**config.mk**
```make
export PLATFORM = sky130hd
export DESIGN_NAME = evt_ctr_bank
export DESIGN_NICKNAME = d
export VERILOG_FILES = /design/src/rtl/evb_pkg.sv /design/src/rtl/evb_mode_gate.sv /design/src/rtl/evb_ctr_slot.sv /design/src/rtl/evt_ctr_bank.sv
export SDC_FILE = /design/constraint.sdc
export NUM_CORES = 1
export LEC_CHECK = 0
export CELL_PAD_IN_SITES_DETAIL_PLACEMENT = 0
export CELL_PAD_IN_SITES_GLOBAL_PLACEMENT = 1
export CORE_MARGIN = 2
export CORE_UTILIZATION = 38
export CTS_CLUSTER_DIAMETER = 120
export DETAILED_ROUTE_END_ITERATION = 7
export PLACE_DENSITY = 0.91
export SYNTH_ARGS = -nofsm -noshare
export SYNTH_HDL_FRONTEND = slang
export SYNTH_SLANG_ARGS = --single-unit
export TNS_END_PERCENT = 10
```
**constraint.sdc**
```tcl
create_clock -name clk -period 5.3 [get_ports clk]
set_input_delay 1.59 -clock clk [delete_from_list [all_inputs] [get_ports clk]]
set_output_delay 1.59 -clock clk [all_outputs]
set_load 0.02 [all_outputs]
```
**src/rtl/evb_pkg.sv**
```systemverilog
package evb_pkg;
    typedef enum logic [1:0] {
        PRIV_USER  = 2'b00,
        PRIV_SUPER = 2'b01,
        PRIV_RSVD  = 2'b10,
        PRIV_MACH  = 2'b11
    } priv_e;

    localparam int SLOT_CYC   = 0;
    localparam int SLOT_RET   = 2;
    localparam int SLOT_PROG0 = 3;
endpackage

```
**src/rtl/evb_mode_gate.sv**
```systemverilog
module evb_mode_gate
    import evb_pkg::*;
(
    input  logic       clk,
    input  logic       rst_n,
    input  logic [1:0] mode_i,
    input  logic       dis_m_i,
    input  logic       dis_s_i,
    input  logic       dis_u_i,
    output logic       dis_now_o,
    output logic       dis_flip_o
);
    typedef struct packed {
        logic dis;
    } gate_st_t;

    gate_st_t st_d, st_q;
    logic     dis_now;

    always_comb begin
        case (priv_e'(mode_i))
            PRIV_MACH:  dis_now = dis_m_i;
            PRIV_SUPER: dis_now = dis_s_i;
            PRIV_USER:  dis_now = dis_u_i;
            default:    dis_now = 1'b1;
        endcase
        st_d     = st_q;
        st_d.dis = dis_now;
    end

    always_ff @(posedge clk or negedge rst_n) begin
        if (!rst_n) st_q <= '0;
        else        st_q <= st_d;
    end

    assign dis_now_o  = dis_now;
    assign dis_flip_o = dis_now ^ st_q.dis;
endmodule

```
**src/rtl/evb_ctr_slot.sv**
```systemverilog
module evb_ctr_slot #(
    parameter int CNT_W     = 64,
    parameter bit TRACK_OVF = 1'b1
) (
    input  logic             clk,
    input  logic             rst_n,
    input  logic             inc_i,
    input  logic             wr_i,
    input  logic [CNT_W-1:0] wdata_i,
    output logic [CNT_W-1:0] cnt_o,
    output logic             ovf_o
);
    typedef struct packed {
        logic [CNT_W-1:0] cnt;
        logic             ovf;
    } slot_st_t;

    slot_st_t st_d, st_q;

    always_comb begin
        st_d = st_q;
        if (wr_i) begin
            st_d.cnt = wdata_i;
            st_d.ovf = 1'b0;
        end else if (inc_i) begin
            st_d.cnt = st_q.cnt + CNT_W'(1);
            if (&st_q.cnt) st_d.ovf = 1'b1;
        end
        if (!TRACK_OVF) st_d.ovf = 1'b0;
    end

    always_ff @(posedge clk or negedge rst_n) begin
        if (!rst_n) st_q <= '0;
        else        st_q <= st_d;
    end

    assign cnt_o = st_q.cnt;
    assign ovf_o = st_q.ovf;
endmodule

```
**src/rtl/evt_ctr_bank.sv**
```systemverilog
module evt_ctr_bank
    import evb_pkg::*;
#(
    parameter int CNT_W  = 64,
    parameter int N_PROG = 4,
    parameter int SEL_W  = 8,
    localparam int NSLOT  = N_PROG + 3,
    localparam int SLOT_W = $clog2(NSLOT)
) (
    input  logic                    clk,
    input  logic                    rst_n,
    input  logic [1:0]              mode_i,
    input  logic                    dis_m_i,
    input  logic                    dis_s_i,
    input  logic                    dis_u_i,
    input  logic                    dbg_i,
    input  logic [NSLOT-1:0]        inh_i,
    input  logic [N_PROG-1:0]       mask_i,
    input  logic [N_PROG*SEL_W-1:0] sel_i,
    input  logic                    ret_i,
    input  logic [N_PROG-1:0]       evt_i,
    input  logic [N_PROG-1:0]       irq_en_i,
    input  logic                    wr_en_i,
    input  logic [SLOT_W-1:0]       wr_idx_i,
    input  logic [CNT_W-1:0]        wr_data_i,
    output logic [CNT_W-1:0]        cyc_cnt_o,
    output logic [CNT_W-1:0]        ret_cnt_o,
    output logic [N_PROG*CNT_W-1:0] prog_cnt_o,
    output logic                    cnt_en_o,
    output logic                    clk_en_o,
    output logic                    irq_o
);
    logic              dis_now, dis_flip, base_en;
    logic              cyc_arm, ret_arm;
    logic [N_PROG-1:0] prog_arm, prog_inc, prog_wr, prog_ovf;
    logic              unused_inh, unused_cyc_ovf, unused_ret_ovf;

    evb_mode_gate u_gate (
        .clk        (clk),
        .rst_n      (rst_n),
        .mode_i     (mode_i),
        .dis_m_i    (dis_m_i),
        .dis_s_i    (dis_s_i),
        .dis_u_i    (dis_u_i),
        .dis_now_o  (dis_now),
        .dis_flip_o (dis_flip)
    );

    assign base_en    = !dbg_i && !dis_now;
    assign cyc_arm    = base_en && !inh_i[SLOT_CYC];
    assign ret_arm    = base_en && !inh_i[SLOT_RET];
    assign unused_inh = inh_i[1];

    evb_ctr_slot #(.CNT_W(CNT_W), .TRACK_OVF(1'b0)) u_cyc (
        .clk     (clk),
        .rst_n   (rst_n),
        .inc_i   (cyc_arm),
        .wr_i    (wr_en_i && wr_idx_i == SLOT_W'(SLOT_CYC)),
        .wdata_i (wr_data_i),
        .cnt_o   (cyc_cnt_o),
        .ovf_o   (unused_cyc_ovf)
    );

    evb_ctr_slot #(.CNT_W(CNT_W), .TRACK_OVF(1'b0)) u_ret (
        .clk     (clk),
        .rst_n   (rst_n),
        .inc_i   (ret_arm && ret_i),
        .wr_i    (wr_en_i && wr_idx_i == SLOT_W'(SLOT_RET)),
        .wdata_i (wr_data_i),
        .cnt_o   (ret_cnt_o),
        .ovf_o   (unused_ret_ovf)
    );

    for (genvar k = 0; k < N_PROG; k++) begin : g_prog
        assign prog_arm[k] = base_en && !mask_i[k] && !inh_i[SLOT_PROG0+k]
                             && (|sel_i[k*SEL_W +: SEL_W]);
        assign prog_inc[k] = prog_arm[k] && evt_i[k];
        assign prog_wr[k]  = wr_en_i && (wr_idx_i == SLOT_W'(SLOT_PROG0 + k));

        evb_ctr_slot #(.CNT_W(CNT_W), .TRACK_OVF(1'b1)) u_slot (
            .clk     (clk),
            .rst_n   (rst_n),
            .inc_i   (prog_inc[k]),
            .wr_i    (prog_wr[k]),
            .wdata_i (wr_data_i),
            .cnt_o   (prog_cnt_o[k*CNT_W +: CNT_W]),
            .ovf_o   (prog_ovf[k])
        );
    end

    assign cnt_en_o = base_en;
    assign irq_o    = |(prog_ovf & irq_en_i);
    assign clk_en_o = cyc_arm || ret_arm || (|prog_arm) || wr_en_i || dis_flip;
endmodule

```
==> results.yml <==
die:
  die_area_um2: 61070
  die-width_um: 247.1
  core_um2: 58690
  fp-row-count: 89
  start_util: 0.3827
  floorplan.die.height_um: 247.1
  top_level_ports: 515
synthesis:
  netlist_area_um2: 22460
  synth.most_common_cell: "nand2_1"
  synthTopCellsByCount: "nand2_1, dfrtp_1, o21ai_0, xnor2_1, nor2_1"
  synthDominantCellAreaShare: 0.4334
  ys_seq_area_frac: 0.4334
  postSynthAreaPerCell_um2: 8.457
  synth_largest_area_cell: "dfrtp_1"
  postSynthRegisterBits: 389
  async_reset_ff_frac: 1.000
  yosys_warnings: 0
  number_of_synthesized_flops_with_an_enable_pin: 0
  yosysUniqueCellTypes: 65
  post_synth_main_area_contributors: "dfrtp_1, xnor2_1, nand2_1"
  synth.net_count: 2790
  synth-main-ff-cell: "dfrtp_1"
  synth_cells: 2656
drt:
  detailroute.via_count: 21800
  drtIter0Drc: 1897
  dr.pass1.iters: 5
  wl_um: 87610
  final_antenna_net_count: 0
  route.detailed.wl_per_inst_um: 22.12
  viasPerCell: 5.506
  drc_errors: 0
worst_setup_path:
  cp.required_ns: 3.71
  reg2reg_slack_ns: 2.41
  cp_cell_sequence: "clkdlybuf4s50_1 > or4_1 > or2_4 > a2111oi_4 > a31oi_1 > nor4_1 > a31oi_1 > buf_4"
  critical-path-slowest-cell: "or4_1"
  crit_path_start_kind: "input pin"
  crit_arrival_ns: 3.61
  reg2reg_from: "u_cyc.cnt_o[5]"
  worst-path-max-fanout: 2
  critical_path.most_common_cell: "a31oi_1"
  worst-r2r-cell-count: 7
  max_stage_delay_ns: 0.42
  critPathCaptureType: "primary output"
  critPathKind: "input pin to primary output"
  worstReg2RegEnd: "u_cyc.cnt_o[52]"
grt:
  gr-total-overflow: 0
  grt_antenna_before_repair: 5
  grt_pass1_wl_um: 129900
  via_count_of_the_first_global_routing_pass: 20730
  grt_start_max_net_pins: 117
  grt_use_total: 0.2812
power_and_ir_drop:
  p_leak_nw: 10.80
  p_per_area_nw_per_um2: 369.8
  ir_drop_mv: 0.2524
min_path:
  hold_path_startpoint: "g_prog[1].u_slot.ovf_o"
  worst_hold_path.num_cells: 1
  worst_min_delay_path_class: "register to register"
  destination_of_the_worst_hold_path: "g_prog[1].u_slot.ovf_o"
sta:
  timing.fmax_ghz: 0.1923
  max_slew.worst_pin.slew_ns: 1.011
  min_period_ns: 5.200
  final_setup_violations: 0
  timing.hold.ws_ns: 0.5360
  grt_setup_unrepaired: "no"
  total_count_of_max_transition_violations_in_the_final_report: 0
  slew_headroom: 0.3207
  timing.clock.skew_ns: 0.01019
  finalCritPeriodShare: 0.9811
  timing_hold_violations_final: 0
layout:
  area_growth_pct: 34.32
  layout-drive-gt1-share: 0.05999
  finish.utilization: 0.5141
  multiInputGateArea_um2: 12070
  layout.nets: 3285
  filler_cell_count: 5435
  seqCellArea_um2: 9734
clocking:
  h-tree-depth: 2
  cts_tree: "yes"
  worstSkewPairLatency_ns: 0.58
  number_of_cts_inserted_buffers: 46
  clk_path_buf_depth: 3
  cts.sinks: 389
  cts.reportedPaths.clkPinSlew_ns: 0.06
  ctsRootBufferMaster: "clkbuf_16"
status:
  status: "finished, final reports clean"
placed_design:
  detailedPlacementHpwl_um: 66490
  placement.io_buffers: 513
  gp_routability_congestion: 0.9214
flow_run:
  max_cap_viol_count: 0
[final cells by class]
cell class	instances	area share
well taps	773	0.03206
diodes	3	0.0002488
clock buffers	75	0.04885
flip-flops and latches	389	0.3226
repair buffers	572	0.1872
clock inverters	6	0.001120
multi-input cells	2079	0.4001
inverters	63	0.007838
[layer usage]
layer,vias up,part of all wire,GRT usage
li1,10300,-,-
met1,10450,0.43,0.3852
met2,902,0.45,0.4361
met3,149,0.085,0.05741
met4,2,0.036,0.1075
met5,-,0.00015,0
[metrics by stage]
stage | total power [mW] | setup WS (ns) | area [um2] | cells | TNS [ns]
6_report | 11.16 | 0.1003 | 30170 | 3960 | 0
5_1_grt | 11.66 | 0.01664 | 30160 | 3957 | 0
4_1_cts | 11.20 | 0.02332 | 30160 | 3957 | 0
3_5_place_dp | 7.979 | -0.5727 | 28650 | 3877 | -0.5727
3_3_place_gp | 7.936 | -0.5644 | 28650 | 3877 | -0.5644
2_1_floorplan | 5.960 | 0.4832 | 22460 | 2656 | 0
[sequential cells by signal, summed over array words and instances, names as in the netlist]
name	count
g_prog.u_slot.cnt_o	256
g_prog.u_slot.ovf_o	4
u_cyc.cnt_o	64
u_gate.st_q	1
u_ret.cnt_o	64
[worst max-delay path by stage]
stage               end       from  slack (ns)  cells past startpoint
2_1_floorplan  clk_en_o  sel_i[29]        0.48                      6
3_3_place_gp   clk_en_o  sel_i[29]       -0.56                      9
3_5_place_dp   clk_en_o  sel_i[29]       -0.57                      9
4_1_cts        clk_en_o  sel_i[25]        0.02                      8
5_1_grt        clk_en_o  sel_i[25]        0.02                      8
6_report       clk_en_o  sel_i[25]        0.10                      8
[report_power, final]
part | switching, mW | internal, mW
clock | 1.30 | 1.89
sequential | 0.887 | 3.57
combinational | 1.85 | 1.67
[repair_timing]
action / CTS / global route
pin swaps: 6 / 1
buffers inserted: 0 / 0
gates cloned: 0 / 0
gates resized for setup: 17 / 0
setup endpoints to repair: 1 / 1
hold buffers: 0 / 0
[cell families after synthesis]
| family | synth area share |
|---|---|
| AO/OA/AOI/OAI | 0.1008 |
| XOR/XNOR | 0.1396 |
| adder cells (fa/ha/maj) | 0.003342 |
| buffers and inverters | 0.03220 |
| flip-flops | 0.4334 |
| multiplexers | 0.003677 |
| AND/OR/NAND/NOR | 0.2870 |
[worst max-delay path, delay by kind of cell]
kind                   cells  cell delay, ns
and+or+nand+nor            3            0.89
AOI/OAI and AO/OA          3            0.57
buffers and inverters      2            0.55
[cell usage in the layout, fill, tap and decap left out, types with 5 or more instances in the layout]
master,n
or3_1,16
inv_1,62
a31oi_1,19
nand4_1,121
nand2_1,410
nor4_1,95
or4_1,9
nand2b_1,5
buf_4,54
and2_1,15
a21oi_1,119
nor4_2,15
ha_1,6
dfrtp_1,389
nor3_1,102
and3_1,63
o21ai_1,15
clkinv_2,5
clkbuf_8,15
xnor2_1,233
nand3_1,150
and4_1,18
nor3b_1,5
clkdlybuf4s50_1,505
or2_2,11
nor2_1,215
dlygate4sd2_1,6
xor2_1,125
o21ai_0,243
mux2i_1,6
clkbuf_1,11
buf_12,6
clkbuf_16,49
Power figures use the tool's default switching activity.
